$ cat src/rtl/alm_pkg.sv
package alm_pkg;
  localparam int ADDR_W = 2;

  typedef enum logic [ADDR_W-1:0] {
    REG_STATUS = 2'd0,
    REG_LIVE   = 2'd1,
    REG_MASK   = 2'd2,
    REG_WINDOW = 2'd3
  } reg_addr_e;
endpackage

$ cat src/rtl/alm_rst_sync.sv
module alm_rst_sync #(
  parameter int STAGES = 2
) (
  input  logic clk,
  input  logic rst_n,
  output logic rst_sync_n
);
  logic [STAGES-1:0] sync_q;
  logic [STAGES-1:0] sync_d;

  always_comb begin
    sync_d = {sync_q[STAGES-2:0], 1'b1};
  end

  always_ff @(posedge clk or negedge rst_n) begin
    if (!rst_n) sync_q <= '0;
    else        sync_q <= sync_d;
  end

  assign rst_sync_n = sync_q[STAGES-1];
endmodule

$ cat src/rtl/alm_detector.sv
module alm_detector #(
  parameter int WIN_W = 16
) (
  input  logic             clk,
  input  logic             rst_n,
  input  logic             din,
  input  logic [WIN_W-1:0] win,
  output logic             live_o,
  output logic             loss_o
);
  logic             prev_q;
  logic [WIN_W-1:0] cnt_q, cnt_d;
  logic             idle_q;
  logic             edge_seen;
  logic             enabled;
  logic             idle_now;
  logic             cnt_en;

  always_comb begin
    edge_seen = din ^ prev_q;
    enabled   = (win != '0);
    idle_now  = enabled && (cnt_q >= win);
    cnt_en    = edge_seen || (enabled && (cnt_q < win));
    if (edge_seen) cnt_d = '0;
    else           cnt_d = cnt_q + 1'b1;
  end

  always_ff @(posedge clk or negedge rst_n) begin
    if (!rst_n) begin
      prev_q <= 1'b0;
      idle_q <= 1'b0;
    end else begin
      prev_q <= din;
      idle_q <= idle_now;
    end
  end

  always_ff @(posedge clk or negedge rst_n) begin
    if (!rst_n)      cnt_q <= '0;
    else if (cnt_en) cnt_q <= cnt_d;
  end

  assign live_o = idle_now;
  assign loss_o = idle_now & ~idle_q;
endmodule

$ cat src/rtl/alm_regs.sv
module alm_regs
  import alm_pkg::*;
#(
  parameter int             NUM_CH  = 17,
  parameter int             WIN_W   = 16,
  parameter int             DATA_W  = 32,
  parameter logic [WIN_W-1:0] DEF_WIN = 16'd64
) (
  input  logic              clk,
  input  logic              rst_n,
  input  logic [ADDR_W-1:0] bus_addr,
  input  logic [DATA_W-1:0] bus_wdata,
  input  logic              bus_we,
  input  logic              bus_re,
  input  logic [NUM_CH-1:0] loss_evt,
  input  logic [NUM_CH-1:0] live,
  output logic [WIN_W-1:0]  win,
  output logic [NUM_CH-1:0] mask,
  output logic [NUM_CH-1:0] status,
  output logic [DATA_W-1:0] bus_rdata,
  output logic              irq_o
);
  localparam int USED_W = (NUM_CH > WIN_W) ? NUM_CH : WIN_W;

  logic [WIN_W-1:0]  win_q, win_d;
  logic [NUM_CH-1:0] mask_q, mask_d;
  logic [NUM_CH-1:0] status_q, status_d;
  logic [DATA_W-1:0] rdata_q, rdata_d;
  logic [NUM_CH-1:0] clr_bits;
  logic              wr_win, wr_mask, wr_stat;
  logic              unused_wdata_hi;

  assign unused_wdata_hi = ^bus_wdata[DATA_W-1:USED_W];

  always_comb begin
    wr_win   = bus_we && (bus_addr == REG_WINDOW);
    wr_mask  = bus_we && (bus_addr == REG_MASK);
    wr_stat  = bus_we && (bus_addr == REG_STATUS);
    clr_bits = wr_stat ? bus_wdata[NUM_CH-1:0] : '0;
    win_d    = bus_wdata[WIN_W-1:0];
    mask_d   = bus_wdata[NUM_CH-1:0];
    status_d = (status_q & ~clr_bits) | loss_evt;
    unique case (bus_addr)
      REG_STATUS: rdata_d = {{(DATA_W-NUM_CH){1'b0}}, status_q};
      REG_LIVE:   rdata_d = {{(DATA_W-NUM_CH){1'b0}}, live};
      REG_MASK:   rdata_d = {{(DATA_W-NUM_CH){1'b0}}, mask_q};
      REG_WINDOW: rdata_d = {{(DATA_W-WIN_W){1'b0}}, win_q};
      default:    rdata_d = '0;
    endcase
  end

  always_ff @(posedge clk or negedge rst_n) begin
    if (!rst_n)      win_q <= DEF_WIN;
    else if (wr_win) win_q <= win_d;
  end

  always_ff @(posedge clk or negedge rst_n) begin
    if (!rst_n)       mask_q <= '1;
    else if (wr_mask) mask_q <= mask_d;
  end

  always_ff @(posedge clk or negedge rst_n) begin
    if (!rst_n) status_q <= '0;
    else        status_q <= status_d;
  end

  always_ff @(posedge clk or negedge rst_n) begin
    if (!rst_n)      rdata_q <= '0;
    else if (bus_re) rdata_q <= rdata_d;
  end

  assign win       = win_q;
  assign mask      = mask_q;
  assign status    = status_q;
  assign bus_rdata = rdata_q;
  assign irq_o     = |(status_q & mask_q);
endmodule

$ cat src/rtl/act_loss_mon.sv
module act_loss_mon
  import alm_pkg::*;
#(
  parameter int               NUM_CH  = 17,
  parameter int               WIN_W   = 16,
  parameter int               DATA_W  = 32,
  parameter logic [WIN_W-1:0] DEF_WIN = 16'd64
) (
  input  logic              clk,
  input  logic              rst_n,
  input  logic [NUM_CH-1:0] ch_in,
  input  logic [ADDR_W-1:0] bus_addr,
  input  logic [DATA_W-1:0] bus_wdata,
  input  logic              bus_we,
  input  logic              bus_re,
  output logic [DATA_W-1:0] bus_rdata,
  output logic              irq_o
);
  logic              rst_sync_n;
  logic [WIN_W-1:0]  win;
  logic [NUM_CH-1:0] mask;
  logic [NUM_CH-1:0] status;
  logic [NUM_CH-1:0] live;
  logic [NUM_CH-1:0] loss_evt;

  alm_rst_sync #(.STAGES(2)) u_rst (
    .clk        (clk),
    .rst_n      (rst_n),
    .rst_sync_n (rst_sync_n)
  );

  for (genvar g = 0; g < NUM_CH; g++) begin : g_ch
    alm_detector #(.WIN_W(WIN_W)) u_det (
      .clk    (clk),
      .rst_n  (rst_sync_n),
      .din    (ch_in[g]),
      .win    (win),
      .live_o (live[g]),
      .loss_o (loss_evt[g])
    );
  end

  alm_regs #(
    .NUM_CH  (NUM_CH),
    .WIN_W   (WIN_W),
    .DATA_W  (DATA_W),
    .DEF_WIN (DEF_WIN)
  ) u_regs (
    .clk       (clk),
    .rst_n     (rst_sync_n),
    .bus_addr  (bus_addr),
    .bus_wdata (bus_wdata),
    .bus_we    (bus_we),
    .bus_re    (bus_re),
    .loss_evt  (loss_evt),
    .live      (live),
    .win       (win),
    .mask      (mask),
    .status    (status),
    .bus_rdata (bus_rdata),
    .irq_o     (irq_o)
  );
endmodule

$ cat config.mk
export PLATFORM = sky130hd
export DESIGN_NAME = act_loss_mon
export DESIGN_NICKNAME = d
export VERILOG_FILES = /design/src/rtl/alm_pkg.sv /design/src/rtl/alm_rst_sync.sv /design/src/rtl/alm_detector.sv /design/src/rtl/alm_regs.sv /design/src/rtl/act_loss_mon.sv
export SDC_FILE = /design/constraint.sdc
export NUM_CORES = 1
export LEC_CHECK = 0
export BUFFER_PORTS_ARGS = -buffer_cell sky130_fd_sc_hd__buf_2
export CAP_MARGIN = 40
export CORE_MARGIN = 1.5
export CORE_UTILIZATION = 30
export CTS_CLUSTER_SIZE = 14
export DETAILED_ROUTE_END_ITERATION = 8
export GPL_ROUTABILITY_DRIVEN = 1
export GPL_TIMING_DRIVEN = 0
export PLACE_DENSITY = 0.53
export SETUP_SLACK_MARGIN = 0.1
export SLEW_MARGIN = 25
export SYNTH_ARGS = -nofsm -noshare
export SYNTH_HDL_FRONTEND = slang
export SYNTH_SLANG_ARGS = --single-unit
$ cat constraint.sdc
create_clock -name clk -period 14 [get_ports clk]
set_input_delay 1.4 -clock clk [delete_from_list [all_inputs] [get_ports clk]]
set_output_delay 1.4 -clock clk [all_outputs]
set_load 0.01 [all_outputs]
==> summary.txt, run 1 <==
Total CTS buffers = 48
RD Place Congestion = 0.819
Fin. Hold Viols = 0
Highest Signal Layer = met5
Clk pwr share = 40.1%
GRT Total Usage = 17.6%
Hold crit path type = reg2async
Fmax = 279 MHz
CP max FO = 17
CTS tree = built
Setup Fix Bufs, Post-CTS = 0
Synth-to-layout area growth = 14.9%
First-pass GRT wire length = 116 mm
Clock root buffer = clkbuf_16
Flop pwr share = 39.2%
Clock slew at reported path FFs = 0.06 ns
Power, Total = 3.13 mW
Status = completed
Fin. max-slew vios = 0
Io pins = 88
Switching part of the total = 31.8%
Worst Path Required = 14.45 ns
Layout Nets = 3141
CP startpoint = u_regs.win[5]
R2R depth = 11
Initial antenna violation count = 4
Antenna Nets Post-Route = 0
I/O Buffers = 54
Register area share after synthesis = 38.2%
Max-capacitance violation count = 0
Drt first pass iters = 5
Layout Cell Area excl Fill = 28300 µm²
Net switching power = 0.997 mW
Routed metal-1 wirelength = 36.0 mm
Syn Inst Count = 2658
Cell area after synthesis = 24700 µm²
Worst setup SP type = register
WL final = 73.8 mm
Async SR Flop Fraction = 100%
Int Pwr = 2.13 mW
Crit path capture = g_ch[11].u_det.cnt_q[12]
Met3 wire length = 3.38 mm
CTS sink cnt = 375
Final setup viols = 0
Largest net degree at the start of global routing = 49
CP endpoint kind = register
YS warnings = 0
Average cell area after synthesis = 9.28 µm²
DR vias/cell = 5.42
DRC violations left = 0
Most common flop cell mapped by yosys = dfrtp_1
Placed Area = 26700 µm²
Worst Tran Pin Value = 0.814 ns
Core Footprint = 80900 µm²
H-tree depth = 2
Clock skew = 0.0337 ns
Vias in the first global route = 19.9k
Die H = 290 µm
Number of enable flip-flop cells after synthesis = 0
Row count = 104
Metal2 WL = 32.9 mm
Detailed placement HPWL = 51.4 mm
Pwr dens = 111 nW/µm²
Combinational power share = 20.6%
FILL cells = 8279
Inst Count DP = 3805
Critical path type = reg2reg
Clock tree buffer depth = 3
RSZ-0062 raised after global routing = no
Critical R2R Capture = g_ch[11].u_det.cnt_q[12]
Share of cells above drive strength 1 = 10.1%
Clk_lat worst skew = 0.61 ns
DR iter-0 viols = 1438
Die area = 83900 µm²
Final period utilization = 25.6%
Die W = 290 µm
CTS hold repair buffers = 0
RR Startpoint = u_regs.win[5]
FF+latch count, synth = 375
Leakage power = 12.2 nW
Final cell count without fillers = 3896
Grt total ovfl = 0
Reg2reg setup slack = 10.42 ns
Min cycle time layout = 3.58 ns
Maximum vdd drop = 0.0799 mV
Post-cts gate resize count = 0
Initial Util = 30.5%
DR vias = 21.1k
Slew headroom = 45.6%
Count of cell types in the netlist = 73
Wire per inst = 19.0 µm
CP arrival = 4.03 ns
[worst min path at each step]
| stage | from | end |
|---|---|---|
| 2_1_floorplan | u_rst.sync_q[0] | u_rst.sync_q[1] |
| 3_3_place_gp | u_rst.sync_q[0] | u_rst.sync_q[1] |
| 3_5_place_dp | u_rst.sync_q[1] | g_ch[10].u_det.prev_q |
| 4_1_cts | u_rst.sync_q[1] | g_ch[10].u_det.prev_q |
| 5_1_grt | u_rst.sync_q[1] | g_ch[10].u_det.prev_q |
| 6_report | u_rst.sync_q[1] | g_ch[10].u_det.prev_q |
[critical path, cell delays in order, from the launching register on]
cell	delay [ns]
dfrtp_1	0.42
inv_2	0.60
ha_1	0.37
a21oi_1	0.14
o21ai_0	0.14
a221o_1	0.34
or3_1	0.36
clkbuf_1	0.19
buf_2	0.22
clkbuf_1	0.25
o31ai_1	0.29
a21oi_1	0.09
[power by group through the flow]
| stage | clock, mW | sequential (mW) | combinational [mW] |
|---|---|---|---|
| floorplan | 0 | 1.23 | 0.386 |
| global placement | 0 | 1.27 | 0.581 |
| detailed placement | 0 | 1.25 | 0.648 |
| CTS | 1.29 | 1.23 | 0.652 |
| global route | 1.33 | 1.24 | 0.727 |
| finish | 1.26 | 1.23 | 0.646 |
[synth_stat cells (8+ instances only)]
| cell type | n | area [µm²] |
|---|---|---|
| and2_1 | 16 | 100 |
| buf_2 | 18 | 90.1 |
| xor2_1 | 28 | 245 |
| or3_1 | 105 | 657 |
| nand3_1 | 92 | 460 |
| xnor2_1 | 45 | 394 |
| and3_1 | 39 | 244 |
| and4_1 | 19 | 166 |
| a221oi_1 | 9 | 78.8 |
| o41ai_1 | 12 | 105 |
| nor3_1 | 17 | 85.1 |
| nand4_1 | 115 | 719 |
| mux2_2 | 46 | 518 |
| o31ai_1 | 86 | 646 |
| o21ai_0 | 168 | 841 |
| mux2i_1 | 30 | 300 |
| a21o_1 | 8 | 60.1 |
| dfstp_2 | 18 | 473 |
| or4_1 | 91 | 683 |
| a211oi_1 | 8 | 60.1 |
| o21a_1 | 14 | 105 |
| buf_4 | 16 | 120 |
| ha_1 | 289 | 3620 |
| o211ai_1 | 21 | 158 |
| a21oi_1 | 314 | 1570 |
| nand2_1 | 240 | 901 |
| clkbuf_1 | 53 | 199 |
| nor4_1 | 25 | 156 |
| a22o_1 | 8 | 70.1 |
| inv_1 | 79 | 297 |
| nand2b_1 | 20 | 125 |
| nor2_1 | 137 | 514 |
| nor2b_1 | 13 | 81.3 |
| dfrtp_1 | 357 | 8930 |
[layout make-up]
type	instances	area, µm²	share of cell area (%)
clock inverters	12	118	0.415
multi-input cells	2123	14600	51.4
well taps	1060	1330	4.68
inverters	80	300	1.06
repair buffers	75	699	2.47
plain buffers	94	450	1.59
diodes	3	7.51	0.0265
flip-flops and latches	375	9410	33.2
clock buffers	74	1460	5.15
[metrics by stage]
stage	hold WS [ns]	setup TNS [ns]	setup WS (ns)	util [%]
5_1_grt	0.299	0	10.18	35.0
3_5_place_dp	0.273	0	10.23	33.0
3_3_place_gp	0.334	-931.64	-2.72	32.5
2_1_floorplan	0.331	0	2.81	-
6_report	0.254	0	10.42	35.0
4_1_cts	0.280	0	10.38	35.0
[registers in the layout (all words and copies together) (netlist names)]
| signal | cells |
|---|---|
| g_ch.u_det.cnt_q | 272 |
| g_ch.u_det.idle_q | 17 |
| g_ch.u_det.prev_q | 17 |
| u_regs.bus_rdata | 17 |
| u_regs.mask | 17 |
| u_regs.status | 17 |
| u_regs.win | 16 |
| u_rst.sync_q | 2 |
[cells in the final DEF (no fill, tap or decap), types with 28 or more instances in the layout]
cell type	instances
a21oi_1	314
and3_1	39
buf_2	74
clkbuf_1	64
clkbuf_16	49
dfrtp_1	355
ha_1	289
inv_1	64
mux2_2	46
mux2i_1	30
nand2_1	240
nand3_1	92
nand4_1	115
nor2_1	137
o21ai_0	168
o31ai_1	85
or3_1	105
or4_1	91
xnor2_1	45
xor2_1	28
[layer usage]
layer	GRT usage (%)	vias to the layer above
met4	4.29	2
met5	0	-
met2	27.7	393
li1	-	10400
met1	25.1	10300
met3	2.82	97
[kinds of logic after synthesis]
logic type               count (synthesis)  share of synthesized area (%)
XOR/XNOR                                73                           2.59
multiplexers                            76                           3.32
buffers and inverters                  174                           3.04
AO/OA/AOI/OAI                          714                           17.3
AND/OR/NAND/NOR                        955                           20.9
adder cells (fa/ha/maj)                289                           14.7
flip-flops                             375                           38.2
other                                    2                         0.0305
Note: power is estimated with default switching activity, not from simulation.
==> inputs of run 2 (changes only) <==
--- a/config.mk
+++ b/config.mk
@@ -13,7 +13,7 @@
 export DETAILED_ROUTE_END_ITERATION = 8
 export GPL_ROUTABILITY_DRIVEN = 1
 export GPL_TIMING_DRIVEN = 0
-export PLACE_DENSITY = 0.53
+export PLACE_DENSITY = 0.54
 export SETUP_SLACK_MARGIN = 0.1
 export SLEW_MARGIN = 25
 export SYNTH_ARGS = -nofsm -noshare
==> constraint.sdc (replaced) <==
create_clock -name clk -period 3.05 [get_ports clk]
set_input_delay 0.305 -clock clk [delete_from_list [all_inputs] [get_ports clk]]
set_output_delay 0.305 -clock clk [all_outputs]
set_load 0.01 [all_outputs]
==> summary.txt, run 2 (synthesis results as in run 1) <==
R2R depth = 10 (-1)
Fin. Hold Viols = 0 (unchanged)
GRT Total Usage = 17.7% (+0.11 points)
RR Startpoint = u_regs.win[15]
CP startpoint = u_regs.win[15]
Row count = 104 (unchanged)
Wire per inst = 18.9 µm (-0.41%)
I/O Buffers = 54 (unchanged)
Fmax = 339 MHz (+22%)
RD Place Congestion = 0.826 (+0.81%)
Switching part of the total = 31.7% (-0.18 points)
Vias in the first global route = 20.4k (+2.7%)
Antenna Nets Post-Route = 0 (unchanged)
Sequential cell area = 9420 µm² (+0.12%)
Reg2reg setup slack = 0.10 ns (-10.31 ns)
Largest net degree at the start of global routing = 51 (+4.1%)
FILL cells = 8192 (-1.1%)
Clk pwr share = 38.2% (-1.9 points)
First-pass GRT wire length = 117 mm (+0.98%)
H-tree depth = 2 (unchanged)
Net switching power = 4.70 mW (+370%)
Clock root buffer = clkbuf_16
Share of cells above drive strength 1 = 15.2% (+5.1 points)
Setup TNS = 0 ns (unchanged)
Synth-to-layout area growth = 22.1%
Maximum vdd drop = 0.312 mV (+290%)
CP arrival = 3.47 ns (-0.56 ns)
DR vias = 21.6k (+2.2%)
DR iter-0 viols = 1275 (-11%)
Hold Crit Depth = 2
Clock slew at reported path FFs = 0.06 ns (about the same)
Most frequent cells in the layout = dfrtp_1 (348), a21oi_1 (301), ha_1 (280)
Clk_lat worst skew = 0.59 ns (-0.02 ns)
Slew headroom = 45.1% (-0.53 points)
Layout Nets = 3252 (+3.5%)
Hold crit path type = in2reg
Fin. max-slew vios = 0 (unchanged)
Worst Path Required = 3.57 ns (-10.88 ns)
Most common cell after layout, fill and taps aside = dfrtp_1
Leakage power = 12.9 nW (+5.6%)
Die W = 290 µm (unchanged)
Max reg flops = 272 (unchanged)
Multi-input gate area = 15100 µm² (+3.5%)
Final period utilization = 96.6% (+71 points)
Clock tree buffer depth = 3 (unchanged)
WL final = 75.7 mm (+2.5%)
CP endpoint kind = register
Final setup viols = 0 (unchanged)
Combinational power share = 23.7% (+3.1 points)
Clock skew = 0.0218 ns (-0.0119 ns)
CTS tree = built
Core Footprint = 80900 µm² (unchanged)
Min cycle time layout = 2.95 ns (-0.637 ns)
Grt total ovfl = 0 (unchanged)
Die H = 290 µm (unchanged)
Worst setup SP type = register
Top reg by flops = g_ch.u_det.cnt_q
Crit path capture = g_ch[13].u_det.cnt_q[14]
Die area = 83900 µm² (unchanged)
Flop pwr share = 38.2% (-1.0 points)
Final worst setup slack = 0.104 ns (-10.31 ns)
Max-capacitance violation count = 0 (unchanged)
DR vias/cell = 5.39 (-0.62%)
RSZ-0062 raised after global routing = yes
Worst slack, placed = -0.549 ns (-10.78 ns)
Initial Util = 30.5% (unchanged)
CP max FO = 9 (-8)
CTS sink cnt = 375 (unchanged)
Total CTS buffers = 47 (-2.1%)
Worst Tran Pin Value = 0.818 ns (+0.00323 ns)
Initial antenna violation count = 4 (unchanged)
Critical R2R Capture = g_ch[13].u_det.cnt_q[14]
Critical path type = reg2reg
Status = completed
Io pins = 88 (unchanged)
Drt first pass iters = 5 (unchanged)
DRC violations left = 0 (unchanged)
Detailed placement HPWL = 51.3 mm (-0.15%)
Pwr dens = 493 nW/µm² (+350%)
Int Pwr = 10.1 mW (+380%)
-- run 2: changes by cell type in the layout (fill, tap and decap cells not counted), moves of 10 or more --
| cell | change |
|---|---|
| buf_4 | +73 |
| dlygate4sd3_1 | +28 |
| inv_2 | -15 |
| a21oi_1 | -13 |
| buf_12 | +13 |
| a21oi_2 | +10 |
| buf_6 | +10 |
-- run 2: timing repair --
item / CTS / global route
hold buffers: 28 / 0
resized for setup: 77 / 125
gates cloned: 0 / 1
buffers inserted: 39 / 44
pin swaps: 5 / 27
setup endpoints to repair: 278 / 189
hold endpoints to repair: 37 / 0
-- run 2: layout make-up --
type	instances	area share, %
Multi-Input combinational cell	2124	50.0
Sequential cell	375	31.3
Timing Repair Buffer	186	5.91
Clock buffer	78	4.70
Tap cell	1060	4.40
Buffer	94	1.85
Inverter	80	1.38
Clock inverter	8	0.403
Antenna cell	3	0.0249
-- run 2: worst max-delay path: stages, from the launching register on --
cell and delay [ns]:
dfrtp_2 0.43, clkinv_8 0.11, buf_4 0.17, ha_1 0.32, a21oi_1 0.14, o21ai_0 0.14, nand2b_2 0.27, or4b_4 0.51
buf_6 0.15, or4_1 0.48, a21oi_2 0.14
-- run 2: worst min-delay path by stage --
stage,start,endpoint
after detailed placement,rst_n,u_rst.sync_q[0]
final,bus_wdata[6],u_regs.mask[6]
after global placement,rst_n,u_rst.sync_q[0]
after floorplan,rst_n,u_rst.sync_q[0]
after CTS,bus_wdata[6],u_regs.mask[6]
after global routing,bus_wdata[6],u_regs.mask[6]
-- run 2: routing by layer --
layer	wire [µm]	vias up	track usage, %
met4	1540	2	4.75
met2	34000	418	28.1
met5	8	-	0
met3	3490	88	2.63
li1	-	10600	-
met1	36600	10500	25.1
-- run 2: power by group through the flow --
stage / clock (mW) / combinational [mW] / sequential (mW)
6_report: 5.67 / 3.51 / 5.66
3_5_place_dp: 0 / 2.99 / 5.73
4_1_cts: 5.81 / 3.26 / 5.66
3_3_place_gp: 0 / 2.65 / 5.83
5_1_grt: 6.02 / 3.89 / 5.70
2_1_floorplan: 0 / 1.77 / 5.66
-- run 2: per-stage QoR --
step	cells	utilization [%]	hold slack, ns	instance area, µm²	total power, mW
after floorplan	2672	-	0.00941	24700	7.44
after global routing	4006	37.2	0.0194	30100	15.6
after CTS	3960	36.1	0.00353	29200	14.7
final	4008	37.2	0.0279	30100	14.8
after detailed placement	3807	33.1	0.0993	26800	8.72
after global placement	3786	32.5	0.102	26300	8.48
==> inputs of run 3 (changes only) <==
--- a/config.mk
+++ b/config.mk
@@ -12,7 +12,6 @@
 export CTS_CLUSTER_SIZE = 14
 export DETAILED_ROUTE_END_ITERATION = 8
 export GPL_ROUTABILITY_DRIVEN = 1
-export GPL_TIMING_DRIVEN = 0
 export PLACE_DENSITY = 0.54
 export SETUP_SLACK_MARGIN = 0.1
 export SLEW_MARGIN = 25
==> summary.txt, run 3 (synthesis results as in run 1) <==
Fin util = 36.2% (-1.0 points)
Most frequent cells in the layout = dfrtp_1 (355), a21oi_1 (310), ha_1 (289)
Final period utilization = 93.8% (-2.8 points)
Total CTS buffers = 47 (unchanged)
DR vias = 21.3k (-1.5%)
Status = completed
Max reg flops = 272 (unchanged)
N_diodes = 0 (-3)
I/O Buffers = 57 (+5.6%)
Wire per inst = 18.0 µm (-4.4%)
First-pass GRT wire length = 114 mm (-2.8%)
Clock skew = 0.0359 ns (+0.0140 ns)
Hold crit path type = in2async
CTS tree = built
Vias in the first global route = 20.1k (-1.8%)
Fin. Hold Viols = 0 (unchanged)
Slew headroom = 45.5% (+0.42 points)
Grt total ovfl = 0 (unchanged)
Clock tree buffer depth = 3 (unchanged)
Layout Nets = 3199 (-1.6%)
Die area = 83900 µm² (unchanged)
Maximum vdd drop = 0.325 mV (+4.3%)
Top reg by flops = g_ch.u_det.cnt_q
DR iter-0 viols = 1561 (+22%)
Leakage power = 12.7 nW (-1.5%)
R2R depth = 10 (unchanged)
Power, Total = 14.7 mW (-1.1%)
Final cell count without fillers = 3953 (-1.4%)
Switching part of the total = 31.1% (-0.60 points)
DRC violations left = 0 (unchanged)
Flop pwr share = 38.2% (about the same)
Net switching power = 4.56 mW (-3.0%)
H-tree depth = 2 (unchanged)
Clk pwr share = 40.0% (+1.8 points)
Pwr dens = 502 nW/µm² (+1.7%)
CP endpoint kind = register
WHS = 0.0345 ns (+0.00661 ns)
Final setup viols = 0 (unchanged)
Antenna Nets Post-Route = 0 (unchanged)
Die H = 290 µm (unchanged)
Initial Util = 30.5% (unchanged)
Combinational power share = 21.8% (-1.9 points)
Critical path type = reg2reg
Drt first pass iters = 7 (+2)
GRT Total Usage = 17.1% (-0.61 points)
Most common cell after layout, fill and taps aside = dfrtp_1
RSZ-0062 raised after global routing = no
Core Footprint = 80900 µm² (unchanged)
Die W = 290 µm (unchanged)
RD Place Congestion = 0.801 (-3.1%)
CP arrival = 3.39 ns (-0.08 ns)
Int Pwr = 10.1 mW (-0.24%)
Clock slew at reported path FFs = 0.06 ns (about the same)
Io pins = 88 (unchanged)
Clk_lat worst skew = 0.60 ns (about the same)
Worst setup SP type = register
Multi-input gate area = 14700 µm² (-2.6%)
Worst Tran Pin Value = 0.814 ns (-0.00313 ns)
Largest net degree at the start of global routing = 64 (+25%)
Synth-to-layout area growth = 18.7%
DR vias/cell = 5.38 (-0.16%)
Min cycle time layout = 2.86 ns (-0.0851 ns)
Row count = 104 (unchanged)
Initial antenna violation count = 3 (-1)
Max-capacitance violation count = 0 (unchanged)
Worst Path Required = 3.58 ns (about the same)
Inst Count DP = 3824 (+0.45%)
CTS sink cnt = 375 (unchanged)
WL final = 71.3 mm (-5.7%)
FILL cells = 8256 (+0.78%)
Detailed placement HPWL = 50.4 mm (-1.8%)
Share of cells above drive strength 1 = 13.5% (-1.7 points)
Sequential cell area = 9410 µm² (-0.12%)
Fin. max-slew vios = 0 (unchanged)
CP max FO = 19 (+10)
Fmax = 350 MHz (+3.0%)
Clock root buffer = clkbuf_16
run 3: cell types whose count changed in the layout (fill, tap and decap cells not counted), moves of 7 or more:
cell / before / now
o21ai_0: 160 / 167
buf_2: 66 / 58
inv_2: 0 / 7
a21oi_1: 301 / 310
dfrtp_1: 348 / 355
clkbuf_1: 61 / 10
inv_1: 64 / 71
ha_1: 280 / 289
ha_4: 9 / 0
buf_4: 90 / 109
o31ai_1: 79 / 86
buf_16: 10 / 0
run 3: layout make-up:
type	count	area share, %
well taps	1060	4.53
inverters	80	1.03
repair buffers	227	6.63
clock inverters	19	0.833
multi-input cells	2124	50.1
clock buffers	68	4.70
flip-flops and latches	375	32.2
run 3: power by group through the flow:
stage | registers, mW | clock network, mW | logic, mW
2_1_floorplan | 5.66 | 0 | 1.77
3_3_place_gp | 5.69 | 0 | 3.07
3_5_place_dp | 5.70 | 0 | 3.12
4_1_cts | 5.61 | 6.04 | 3.17
5_1_grt | 5.66 | 6.22 | 3.59
6_report | 5.61 | 5.87 | 3.20
run 3: metal layers:
metal	wire length (µm)	vias up	part of all wire, %	global-route usage, %
met2	31600	348	44	26.9
met1	35400	10400	50	24.5
li1	-	10500	-	-
met5	9	-	0.013	0
met4	1380	2	1.9	4.04
met3	2980	79	4.2	2.68
run 3: critical path, cell delays in order (launching register included):
cell and delay [ns]:
dfrtp_2 0.41, inv_1 0.09, buf_4 0.21, ha_1 0.21, a21oi_1 0.15, o21ai_0 0.12, a221o_1 0.35, or3_4 0.38
buf_8 0.16, or4_1 0.53, a21oi_2 0.15
run 3: metrics by stage:
stage                     setup TNS (ns)  setup slack [ns]  cell area, µm²
after floorplan                  -225.07            -0.634           24700
after global placement                 0            0.0888           27100
after detailed placement               0            0.0464           27100
after CTS                              0            0.0986           29000
after global routing                   0            0.0999           29300
final                                  0             0.189           29300
run 3: repair_timing:
item / in CTS / in global routing
setup endpoints to repair: 20 / 121
gates cloned: 0 / 1
buffers inserted: 1 / 9
hold buffers: 28 / 0
gates resized for setup: 4 / 40
pin swaps: 1 / 10
endpoints found under the hold margin: 43 / 0
run 3: path summary, 6_finish.rpt:
path	start	endpoint	slack (ns)
max	u_regs.win[4]	g_ch[5].u_det.cnt_q[7]	0.19
min	rst_n	u_rst.sync_q[1]	0.03
max reg2reg	u_regs.win[4]	g_ch[5].u_det.cnt_q[7]	0.19
min reg2reg	u_rst.sync_q[0]	u_rst.sync_q[1]	0.35
max in group asynchronous	u_rst.sync_q[1]	g_ch[9].u_det.prev_q	1.80
min in group clk	bus_wdata[1]	u_regs.mask[1]	0.04
